### config.mk
export PLATFORM = sky130hd
export DESIGN_NAME = gated_updown_timer
export DESIGN_NICKNAME = d
export VERILOG_FILES = /design/src/rtl/gut_pkg.sv /design/src/rtl/gut_sync.sv /design/src/rtl/gut_prescaler.sv /design/src/rtl/gut_runctl.sv /design/src/rtl/gut_core.sv /design/src/rtl/gated_updown_timer.sv
export SDC_FILE = /design/constraint.sdc
export NUM_CORES = 1
export LEC_CHECK = 0
export CAP_MARGIN = 20
export CORE_MARGIN = 2
export CORE_UTILIZATION = 45
export DETAILED_ROUTE_END_ITERATION = 10
export GPL_TIMING_DRIVEN = 0
export PLACE_DENSITY_LB_ADDON = 0.25
export SLEW_MARGIN = 40
export SYNTH_ARGS = -nofsm -noshare
export SYNTH_HDL_FRONTEND = slang
export SYNTH_HIERARCHICAL = 1
export SYNTH_SLANG_ARGS = --single-unit
### constraint.sdc
create_clock -name clk -period 4.45 [get_ports clk]
set_clock_uncertainty 0.05 [all_clocks]
set_input_delay 0.445 -clock clk [delete_from_list [all_inputs] [get_ports clk]]
set_output_delay 0.445 -clock clk [all_outputs]
set_load 0.005 [all_outputs]
### src/rtl/gut_pkg.sv
package gut_pkg;
    localparam int CNT_W   = 16;
    localparam int MODE_W  = 3;
    localparam int PSEL_W  = 3;
    localparam int PS_BASE = 3;

    localparam logic [MODE_W-1:0] MODE_FREE   = 3'b000;
    localparam logic [MODE_W-1:0] MODE_GATE_L = 3'b010;
    localparam logic [MODE_W-1:0] MODE_GATE_H = 3'b011;

    typedef enum logic [1:0] {
        ST_STOP = 2'd0,
        ST_WAIT = 2'd1,
        ST_RUN  = 2'd2
    } run_state_t;
endpackage

### src/rtl/gut_sync.sv
module gut_sync #(
    parameter int W      = 2,
    parameter int STAGES = 2
) (
    input  logic         clk,
    input  logic         rst_n,
    input  logic [W-1:0] async_i,
    output logic [W-1:0] sync_o
);
    logic [STAGES-1:0][W-1:0] stg_q;

    genvar s;
    generate
        for (s = 0; s < STAGES; s++) begin : g_stage
            always_ff @(posedge clk or negedge rst_n) begin
                if (!rst_n) begin
                    stg_q[s] <= '0;
                end else if (s == 0) begin
                    stg_q[s] <= async_i;
                end else begin
                    stg_q[s] <= stg_q[(s == 0) ? 0 : s-1];
                end
            end
        end
    endgenerate

    assign sync_o = stg_q[STAGES-1];
endmodule

### src/rtl/gut_prescaler.sv
module gut_prescaler #(
    parameter int SEL_W = 3,
    parameter int BASE  = 3
) (
    input  logic             clk,
    input  logic             rst_n,
    input  logic [SEL_W-1:0] sel,
    output logic             tick
);
    localparam int PC_W = BASE + (1 << SEL_W) - 1;
    localparam int SH_W = $clog2(PC_W + 1);

    logic [PC_W-1:0] pc_q;
    logic [PC_W-1:0] mask;

    always_ff @(posedge clk or negedge rst_n) begin
        if (!rst_n) pc_q <= '0;
        else        pc_q <= pc_q + PC_W'(1);
    end

    always_comb begin
        mask = (PC_W'(1) << (SH_W'(sel) + SH_W'(BASE))) - PC_W'(1);
        tick = &(pc_q | ~mask);
    end


    tick_single_chk: assert property (@(posedge clk) disable iff (!rst_n)
        tick |=> !tick);
endmodule

### src/rtl/gut_runctl.sv
module gut_runctl
    import gut_pkg::*;
(
    input  logic              clk,
    input  logic              rst_n,
    input  logic              run_i,
    input  logic [MODE_W-1:0] mode_i,
    input  logic              gate_s,
    output logic              cnt_en
);
    run_state_t state_q, state_d;
    logic       is_gated, is_timer, gate_ok;

    always_comb begin
        is_gated = (mode_i == MODE_GATE_L) || (mode_i == MODE_GATE_H);
        is_timer = is_gated || (mode_i == MODE_FREE);
        gate_ok  = !is_gated || (gate_s == mode_i[0]);
        state_d  = state_q;
        unique case (state_q)
            ST_STOP: if (run_i && is_timer)      state_d = gate_ok ? ST_RUN : ST_WAIT;
            ST_WAIT: if (!run_i || !is_timer)    state_d = ST_STOP;
                     else if (gate_ok)           state_d = ST_RUN;
            ST_RUN:  if (!run_i || !is_timer)    state_d = ST_STOP;
                     else if (!gate_ok)          state_d = ST_WAIT;
            default:                             state_d = ST_STOP;
        endcase
    end

    always_ff @(posedge clk or negedge rst_n) begin
        if (!rst_n) state_q <= ST_STOP;
        else        state_q <= state_d;
    end

    always_comb begin
        unique case (state_q)
            ST_RUN:  cnt_en = 1'b1;
            default: cnt_en = 1'b0;
        endcase
    end


    run_needs_bit_chk: assert property (@(posedge clk) disable iff (!rst_n)
        (state_q == ST_RUN) |-> $past(run_i));
endmodule

### src/rtl/gut_core.sv
module gut_core
    import gut_pkg::*;
(
    input  logic             clk,
    input  logic             rst_n,
    input  logic             step_i,
    input  logic             down_i,
    input  logic             wr_i,
    input  logic [CNT_W-1:0] wdata_i,
    output logic [CNT_W-1:0] cnt_o,
    output logic             tgl_o,
    output logic             irq_o,
    output logic             trig_o
);
    localparam logic [CNT_W-1:0] CNT_MAX = '1;

    logic [CNT_W-1:0] cnt_q;
    logic             tgl_q, irq_q, trig_q;
    logic             wrap;

    always_comb begin
        wrap = step_i && !wr_i &&
               (down_i ? (cnt_q == '0) : (cnt_q == CNT_MAX));
    end

    always_ff @(posedge clk or negedge rst_n) begin
        if (!rst_n) begin
            cnt_q  <= '0;
            tgl_q  <= 1'b0;
            irq_q  <= 1'b0;
            trig_q <= 1'b0;
        end else begin
            if (wr_i)        cnt_q <= wdata_i;
            else if (step_i) cnt_q <= down_i ? cnt_q - CNT_W'(1) : cnt_q + CNT_W'(1);
            if (wrap)        tgl_q <= ~tgl_q;
            irq_q  <= wrap;
            trig_q <= wrap;
        end
    end

    assign cnt_o  = cnt_q;
    assign tgl_o  = tgl_q;
    assign irq_o  = irq_q;
    assign trig_o = trig_q;


    cnt_cause_chk: assert property (@(posedge clk) disable iff (!rst_n)
        (cnt_q != $past(cnt_q)) |-> $past(wr_i || step_i));

    irq_from_step_chk: assert property (@(posedge clk) disable iff (!rst_n)
        irq_q |-> $past(step_i && !wr_i));

    irq_pulse_chk: assert property (@(posedge clk) disable iff (!rst_n)
        irq_q |=> !irq_q);

    toggle_with_trig_chk: assert property (@(posedge clk) disable iff (!rst_n)
        (tgl_q != $past(tgl_q)) |-> trig_q);
endmodule

### src/rtl/gated_updown_timer.sv
module gated_updown_timer
    import gut_pkg::*;
(
    input  logic              clk,
    input  logic              rst_n,
    input  logic [MODE_W-1:0] mode,
    input  logic [PSEL_W-1:0] presc_sel,
    input  logic              run,
    input  logic              down,
    input  logic              ext_dir_en,
    input  logic              gate_in,
    input  logic              dir_in,
    input  logic              cnt_wr,
    input  logic [CNT_W-1:0]  cnt_wdata,
    output logic [CNT_W-1:0]  count,
    output logic              toggle_out,
    output logic              trig,
    output logic              irq
);
    logic [1:0] pins_s;
    logic       tick, cnt_en, step, dir_dn;

    gut_sync #(.W(2), .STAGES(2)) u_sync (
        .clk(clk), .rst_n(rst_n),
        .async_i({dir_in, gate_in}), .sync_o(pins_s)
    );

    gut_prescaler #(.SEL_W(PSEL_W), .BASE(PS_BASE)) u_presc (
        .clk(clk), .rst_n(rst_n), .sel(presc_sel), .tick(tick)
    );

    gut_runctl u_ctl (
        .clk(clk), .rst_n(rst_n), .run_i(run), .mode_i(mode),
        .gate_s(pins_s[0]), .cnt_en(cnt_en)
    );

    assign step   = tick && cnt_en;
    assign dir_dn = down ^ (ext_dir_en & pins_s[1]);

    gut_core u_core (
        .clk(clk), .rst_n(rst_n), .step_i(step), .down_i(dir_dn),
        .wr_i(cnt_wr), .wdata_i(cnt_wdata), .cnt_o(count),
        .tgl_o(toggle_out), .irq_o(irq), .trig_o(trig)
    );
endmodule

== Yosys cells after proc, flatten, opt, wreduce, memory -nomap -nowiden ==
Cells that the tools add are included.
Storage, ports and cells
  output and inout bits: 19
  memories: 0
  word-level logic and storage cells: 57
  bits of input ports: 30
  bits in writable memories: 0
  bits in latches: 0
  memory bits (read-only): 0
  register bits: 34
Cells by class
  multiply operators: 0
  shift-type cells: 1
  bitwise logic cells: 5
  div/mod/pow operators: 0
  add/sub/neg operators: 5
  equality and inequality tests: 9
  $lt $le $gt $ge: 0
  reductions and logical operators: 18
  multiplexer cells: 12
Operators with widths (count)
  16-bit 2-to-1 mux: 3
  16-bit by 1-bit adder with 16-bit output, second input constant: 1
  16-bit equality test, second input constant: 1
  16-bit logical NOT: 1
  16-bit by 1-bit subtractor with 16-bit output, second input constant: 1
  2-bit 2-to-1 mux: 6
  10-bit by 1-bit adder with 10-bit output, second input constant: 1
  10-bit NOT: 1
  10-bit bitwise OR: 1
  10-bit AND reduction: 1
  1-bit by 4-bit left shift with 10-bit output, first input constant: 1
  10-bit by 2-bit subtractor with 10-bit output, second input constant: 1
  3-bit by 2-bit equality test with 1-bit output, second input constant: 2
  2-bit case mux with 3 select lines: 1
  3-bit by 2-bit adder with 4-bit output, second input constant: 1
  1-bit logical AND: 4
  1-bit logical NOT: 4
  1-bit logical OR: 4
  3-bit logical NOT: 1
  3-bit by 1-bit != test with 1-bit output, second input constant: 1
  3-bit != test, second input constant: 1
  3-bit AND reduction: 1
  2-bit by 1-bit equality test with 1-bit output, second input constant: 1
  2-bit equality test, second input constant: 1
  other kinds (8): 9

== Logic depth before layout (Yosys ltp) ==
Gate-level depths: netlist of the first run.
  depth in word-level cells: 9
  mapped depth: 12
  depth with buffers taken out: 11

== Cells and area by module ==
The synthesis of the first run kept the hierarchy.
By module, submodules not included
  gut_core: cells an instance 168, area each 1532.7 um2, times used 1, sequential area each 450.4 um2
  gut_prescaler: cells an instance 51, area each 523.0 um2, times used 1, sequential area each 250.2 um2
  gut_runctl: cells an instance 10, area each 118.9 um2, times used 1, sequential area each 50.0 um2
  gut_sync: cells an instance 6, area each 115.1 um2, times used 1, sequential area each 100.1 um2
  gated_updown_timer: cells an instance 3, area each 18.8 um2, times used 1, sequential area each 0.0 um2

== Worst setup path after synthesis of the first run ==
No wires, ideal clock.
  path kind: input -> register
  start point: in ext_dir_en
  end point: reg u_core.cnt_q[10], in the netlist u_core/cnt_o[10]
  data required time: 4273 ps
  setup slack: 1249 ps
  setup time: 127 ps
  data arrival time: 3024 ps
  path buffers: 0
  stages: 9
  cell sequence: nand2_1 xnor2_1 ha_1 a21o_1 a221oi_2 o21ai_2 o31ai_2 xor2_1 o21ai_1
Between the ends
  word-level cells in the longest chain between the ends: 5
Ends and longest elaborated chain
  from (decl): RTL line gated_updown_timer.sv:10  | input logic ext_dir_en,
  1-bit AND: RTL line gated_updown_timer.sv:38  | assign dir_dn = down ^ (ext_dir_en & pins_s[1]);
  1-bit XOR: RTL line gated_updown_timer.sv:38
  named net dir_dn: RTL line gated_updown_timer.sv:21  | logic tick, cnt_en, step, dir_dn;
  16-bit 2-to-1 mux (2 in series): RTL line gut_core.sv:34  | else if (step_i) cnt_q <= down_i ? cnt_q - CNT_W'(1) : cnt_q + CNT_W'(1);
  16-bit 2-to-1 mux: RTL line gut_core.sv:33  | if (wr_i) cnt_q <= wdata_i;
  to (signal assigned): RTL line gut_core.sv:33
  to (signal assigned): RTL line gut_core.sv:34
  to (decl): RTL line gut_core.sv:17  | logic [CNT_W-1:0] cnt_q;
The timed path passes the listed nets, and every way through them passes these cells. The select of a mux whose other input is x is not followed.
A chain may end at the register's enable or synchronous reset.

== Worst setup path in the final report of the first run ==
  start point: in ext_dir_en
  end point: reg u_core.cnt_q[14], in the netlist u_core/cnt_o[14]
Same word-level chain as after synthesis.

==> flow_summary.json, run 1 <==
{
  "core_sq_um": 5042,
  "numCtsBuffers": 5,
  "cts-root-buf": "clkbuf_8",
  "dieHeight_um": 75.63,
  "timing.max_cap.violations": 0,
  "netlist.area_leader.share_pct": 36.86,
  "max_freq_mhz": 318.1,
  "synth.avg_cell_area_sq_um": 9.699,
  "yosys-top-cells-area": "dfrtp_1 37%, ha_1 8.7%, xnor2_1 6.4%",
  "start_util_pct": 45.78,
  "ys_ff_latch": 34,
  "cp.required_ns": 4.58,
  "setup_viol_count_final": 0,
  "ys_seq_area_share_pct": 36.86,
  "post-route-period-util_pct": 70.64,
  "syn_area_sq_um": 2308,
  "antenna_found_initial": 0,
  "yosysTopAreaCell": "dfrtp_1",
  "rsz0062_at_grt": "false",
  "post-route-drc-count": 0,
  "cts-hold-fix-buffers": 0,
  "wl_um": 5314,
  "first_global_vias": 1784,
  "cts_resized": 0,
  "synth_common_cells": "34 x dfrtp_1, 22 x o21ai_0, 19 x nand2_1",
  "wl_per_cell_um": 14.52,
  "worstPathMaxFanout": 11,
  "grt_usage_pct": 20.22,
  "fin_setup_tns_ns": 0,
  "drive_gt1_share_pct": 10.14,
  "dp_hpwl_um": 3935,
  "final_max_slew_viol_count": 0,
  "worst_pin_slew_ns": 0.7502,
  "clk-insertion-delay-late_ns": 0.30,
  "slew_headroom_pct": 49.80,
  "fin_util_pct": 60.50,
  "grt_pass1_wl_um": 8597,
  "io_pins": 49,
  "cts_setup_buffers": 0,
  "status": "finished with violations",
  "cts_tree": "yes",
  "via_count": 1997,
  "cp-end-kind": "flip-flop",
  "diodes": 0,
  "port_buffers": 47,
  "cts_sinks": 34,
  "die-area_sq_um": 5719,
  "vdd_ir_drop_max_v": 0.0001655,
  "cp.arrival_ns": 3.27,
  "grt_max_degree": 24,
  "synth_edf_count": 0,
  "hp-class": "primary input to async pin",
  "violations": "negative hold slack",
  "clockBufferDepth": 2,
  "dp_slack_ns": 1.032,
  "drt-pass1-iter-count": 4,
  "clk_pin_slew_ns": 0.07,
  "die_x_um": 75.63,
  "powerDensity_nw_per_um2": 328.8,
  "hold_viol": 5,
  "synth.distinct_cells": 55,
  "num-nets-final": 342,
  "finalCriticalPeriod_ns": 3.143,
  "synth_async_sr_flop_share_pct": 100.0,
  "postSynthCellCount": 238,
  "worst_setup_path_start_kind": "primary input",
  "synth_ff_type": "dfrtp_1",
  "fin_hold_ws_ns": -0.007066,
  "overflow": 0,
  "critPathKind": "primary input to flip-flop",
  "synth.most_common_cell": "dfrtp_1",
  "yosysWarningCount": 6,
  "layout_setup_ws_ns": 1.307,
  "rows": 26,
  "syn_to_final_growth_pct": 32.14,
  "first_iter_violations": 119,
  "gp_congestion": 0.8887,
  "ant_nets": 0,
  "h-tree-depth": 2,
  "fill_cells": 439,
  "cellLeakagePower_uw": 0.001285,
  "vias_per_cell": 5.456
}
through the flow:
| step | std cells | area (sq um) | hold WS, ns | power (uW) |
|---|---|---|---|---|
| final | 366 | 3050 | -0.007066 | 1003 |
| after global routing | 366 | 3050 | 0.005786 | 1060 |
| after CTS | 366 | 3050 | 0.001164 | 1008 |
| after detailed placement | 358 | 2908 | 0.2847 | 641.9 |
| after global placement | 356 | 2870 | 0.2853 | 632.7 |
| after floorplan | 239 | 2312 | 0.09941 | 537.7 |
kinds of logic (layout without fill, tap and decap cells):
family / count (synthesis) / count (layout) / synth area share [%]
and+or+nand+nor: 72 / 72 / 17.51
AOI/OAI and AO/OA: 70 / 70 / 20.05
DFF: 34 / 34 / 36.86
xor gates and xnor gates: 25 / 25 / 9.485
adders and majority gates: 17 / 17 / 9.539
other: 1 / 2 / 0.1624
buffers and inverters: 13 / 70 / 3.794
muxes: 6 / 6 / 2.602
final timing paths:
kind / startpoint / endpoint / slack [ns] / cells past startpoint
max reg2reg: u_sync/sync_o[1] / u_core/cnt_o[14] / 1.52 / 11
min in group clk: u_sync/stg_q[1] / u_sync/sync_o[1] / 0.30 / 0
max in group asynchronous: rst_n / u_core/cnt_o[5] / 3.93 / 2
min: rst_n / u_presc/pc_q[9] / -0.007 / 1
max: ext_dir_en / u_core/cnt_o[14] / 1.31 / 11
min reg2reg: u_sync/stg_q[1] / u_sync/sync_o[1] / 0.30 / 0
worst max-delay path, stage by stage:
cell             delay [ns]
clkdlybuf4s50_1        0.46
nand2_1                0.08
xnor2_2                0.46
buf_4                  0.30
ha_1                   0.31
and3_4                 0.22
a221oi_2               0.33
o21ai_2                0.18
a31oi_1                0.24
xor2_1                 0.17
o21ai_1                0.07
power breakdown:
| group | total, uW | internal (uW) | switching (uW) |
|---|---|---|---|
| registers | 348 | 325 | 23.3 |
| logic | 291 | 150 | 141 |
| clock network | 364 | 239 | 125 |
| total | 1000 | 714 | 289 |
cells in the final DEF (no fill, tap or decap), types with 4 or more instances in the layout:
master           synthesis  final
clkbuf_8                 1      7
and3_1                   4      4
nand3_1                  8      8
nor2_1                   6      6
xor2_1                   8      8
mux2i_1                  6      6
a21oi_1                 16     16
dfrtp_1                 34     34
nand2_1                 19     19
o21ai_0                 22     22
a21o_1                   4      4
nor4_1                   4      4
xnor2_1                 17     16
clkdlybuf4s50_1          0     46
nand4_1                  5      5
a22oi_1                  7      7
inv_1                    5      5
buf_4                    3      4
ha_1                    16     16
layout make-up:
| cell class | count | area [sq um] | area share (%) |
|---|---|---|---|
| multi-input combinational | 192 | 1381 | 45.28 |
| sequential | 34 | 850.8 | 27.89 |
| timing repair buffer | 49 | 500.5 | 16.41 |
| tap | 70 | 87.58 | 2.871 |
| clock buffer | 6 | 82.58 | 2.707 |
| buffer | 8 | 68.82 | 2.256 |
| clock inverter | 2 | 60.06 | 1.969 |
| inverter | 5 | 18.77 | 0.6153 |
registers in the layout (all words and copies together) (netlist names):
name,cells
u_presc/pc_q,10
u_core/trig_o,1
u_sync/stg_q,2
u_core/tgl_o,1
u_ctl/state_q,2
u_sync/sync_o,2
u_core/cnt_o,16
per-layer routing:
metal  up-vias  global-route usage (%)  part of all wire (%)
met4         0                   6.628                   1.1
met5         -                       0                     0
met1       939                   27.41                    46
met3         5                   4.762                   5.2
li1        999                       -                     -
met2        54                   31.98                    47
Power figures use the tool's default switching activity.
==> run 2, diff against run 1 <==
==> constraint.sdc (replaced) <==
create_clock -name clk -period 3.2 [get_ports clk]
set_clock_uncertainty 0.05 [all_clocks]
set_input_delay 0.32 -clock clk [delete_from_list [all_inputs] [get_ports clk]]
set_output_delay 0.32 -clock clk [all_outputs]
set_load 0.005 [all_outputs]
==> run 2 against run 1 <==
Effect of this change: the flow now finishes without violations; sequential share of layout area shrank 0.091 points; register-to-register slack lost 1.3 ns; global-route usage is the same; via count grew 0.15%; count of clock-buffer cells in the layout is the same; die area is the same; critical path type unchanged.
==> flow_summary.json, run 2 (synthesis gave the netlist of run 1 again) <==
{
  "gp_congestion": 0.8887,
  "met3_usage_pct": 4.762,
  "core_sq_um": 5042,
  "path_buf_inv": 2,
  "via_count": 2000,
  "setup_viol_count_final": 0,
  "die_x_um": 75.63,
  "powerDensity_nw_per_um2": 456.0,
  "antenna_found_initial": 0,
  "cp.required_ns": 3.33,
  "gr-max-usage-layer": "met2",
  "mostFrequentLayoutCell": "clkdlybuf4s50_1",
  "numCtsBuffers": 5,
  "cts_sinks": 34,
  "syn_to_final_growth_pct": 32.57,
  "grt_usage_pct": 20.22,
  "power.total_uw": 1396,
  "fin_hold_ws_ns": 0.3003,
  "grt_pass1_wl_um": 8597,
  "grt_util_met2_pct": 31.98,
  "final_cell_mix": "46 x clkdlybuf4s50_1, 34 x dfrtp_1, 22 x o21ai_0",
  "ant_nets": 0,
  "hold_viol": 0,
  "die-area_sq_um": 5719,
  "critPathMaxStageDelay_ns": 0.46,
  "status": "complete, no violations",
  "overflow": 0,
  "post-route-period-util_pct": 94.28,
  "clockBufferDepth": 2,
  "num-nets-final": 343,
  "io_pins": 49,
  "critPathSlowestCell": "clkdlybuf4s50_1",
  "max_freq_mhz": 331.5,
  "drt-pass1-iter-count": 4,
  "dieHeight_um": 75.63,
  "cp-end-kind": "flip-flop",
  "vdd_ir_drop_max_v": 0.0002301,
  "first_global_vias": 1784,
  "rsz0062_at_grt": "false",
  "worstPathMaxFanout": 11,
  "clk_pin_slew_ns": 0.07,
  "finalCriticalPeriod_ns": 3.017,
  "drive_gt1_share_pct": 10.10,
  "post-route-drc-count": 0,
  "hp-class": "flip-flop to flip-flop",
  "cts_resized": 0,
  "wl_per_cell_um": 14.53,
  "port_buffers": 47,
  "largest_register_ffs": 16,
  "clk-insertion-delay-late_ns": 0.30,
  "worst_pin_slew_ns": 0.7518,
  "crit_path_cell_trace": "clkdlybuf4s50_1 > nand2_1 > xnor2_2 > buf_4 > ha_1 > and3_4 > a221oi_2 > o21ai_2 > a31oi_1 > xor2_1 > o21ai_1",
  "diodes": 0,
  "cts_tree": "yes",
  "rows": 26,
  "cp.arrival_ns": 3.14,
  "critPathKind": "primary input to flip-flop",
  "wl_um": 5333,
  "grt_max_degree": 24,
  "start_util_pct": 45.78,
  "vias_per_cell": 5.450,
  "final_max_slew_viol_count": 0,
  "dp_hpwl_um": 3935,
  "cp_top_family": "compound AO/OA/AOI/OAI gates",
  "grtUsageMet1_pct": 27.41,
  "h-tree-depth": 2,
  "slew_headroom_pct": 49.69,
  "first_iter_violations": 112,
  "cellLeakagePower_uw": 0.001289,
  "dp.cells": 358,
  "timing.max_cap.violations": 0,
  "worst_setup_path_start_kind": "primary input",
  "layout.cells.non_filler": 367,
  "cts-root-buf": "clkbuf_8"
}
## run 2: cell count changes in the layout (fill, tap and decap cells not counted), sizes merged
| cell | delta |
|---|---|
| dlygate4sd3 | +1 |
## run 2: power by group
part / internal (uW) / switching [uW]
Clock: 332 / 173
Combinational: 210 / 196
Sequential: 452 / 32.3
## run 2: layout make-up
type / instances / area [sq um]
fillers: 439 / 1982
plain buffers: 8 / 68.82
repair buffers: 50 / 510.5
inverters: 5 / 18.77
flip-flops and latches: 34 / 850.8
well taps: 70 / 87.58
clock buffers: 6 / 82.58
multi-input cells: 192 / 1381
clock inverters: 2 / 60.06
## run 2: worst paths after layout
| kind | startpoint | slack (ns) | to | cells past startpoint |
|---|---|---|---|---|
| min in group asynchronous | rst_n | 0.41 | u_presc/pc_q[9] | 2 |
| max | ext_dir_en | 0.18 | u_core/cnt_o[14] | 11 |
| min reg2reg | u_sync/stg_q[1] | 0.30 | u_sync/sync_o[1] | 0 |
| min | u_sync/stg_q[1] | 0.30 | u_sync/sync_o[1] | 0 |
| max reg2reg | u_sync/sync_o[1] | 0.27 | u_core/cnt_o[14] | 11 |
| max in group asynchronous | rst_n | 2.27 | u_core/cnt_o[5] | 3 |
## run 2: metrics by stage
| step | util (%) | TNS, ns | setup slack [ns] | cell area, sq um |
|---|---|---|---|---|
| 5_1_grt | 60.69 | 0 | 0.02030 | 3060 |
| 3_5_place_dp | 57.67 | -0.2673 | -0.09259 | 2908 |
| 2_1_floorplan | - | 0 | 0.05582 | 2312 |
| 3_3_place_gp | 56.92 | -10.81 | -0.9362 | 2870 |
| 6_report | 60.69 | 0 | 0.1830 | 3060 |
| 4_1_cts | 60.69 | 0 | 0.1839 | 3060 |
## run 2: per-layer routing
metal | vias to the layer above | wire (um) | share of wire (%)
met5 | - | 0 | 0
met4 | 0 | 59 | 1.1
met3 | 5 | 267 | 5.0
met2 | 54 | 2527 | 47
met1 | 940 | 2477 | 46
li1 | 1001 | - | -
## run 2: repair_timing
action | in CTS | in global routing
hold buffers | 1 | 0
hold endpoints to repair | 11 | 0
buffers inserted | 0 | 0
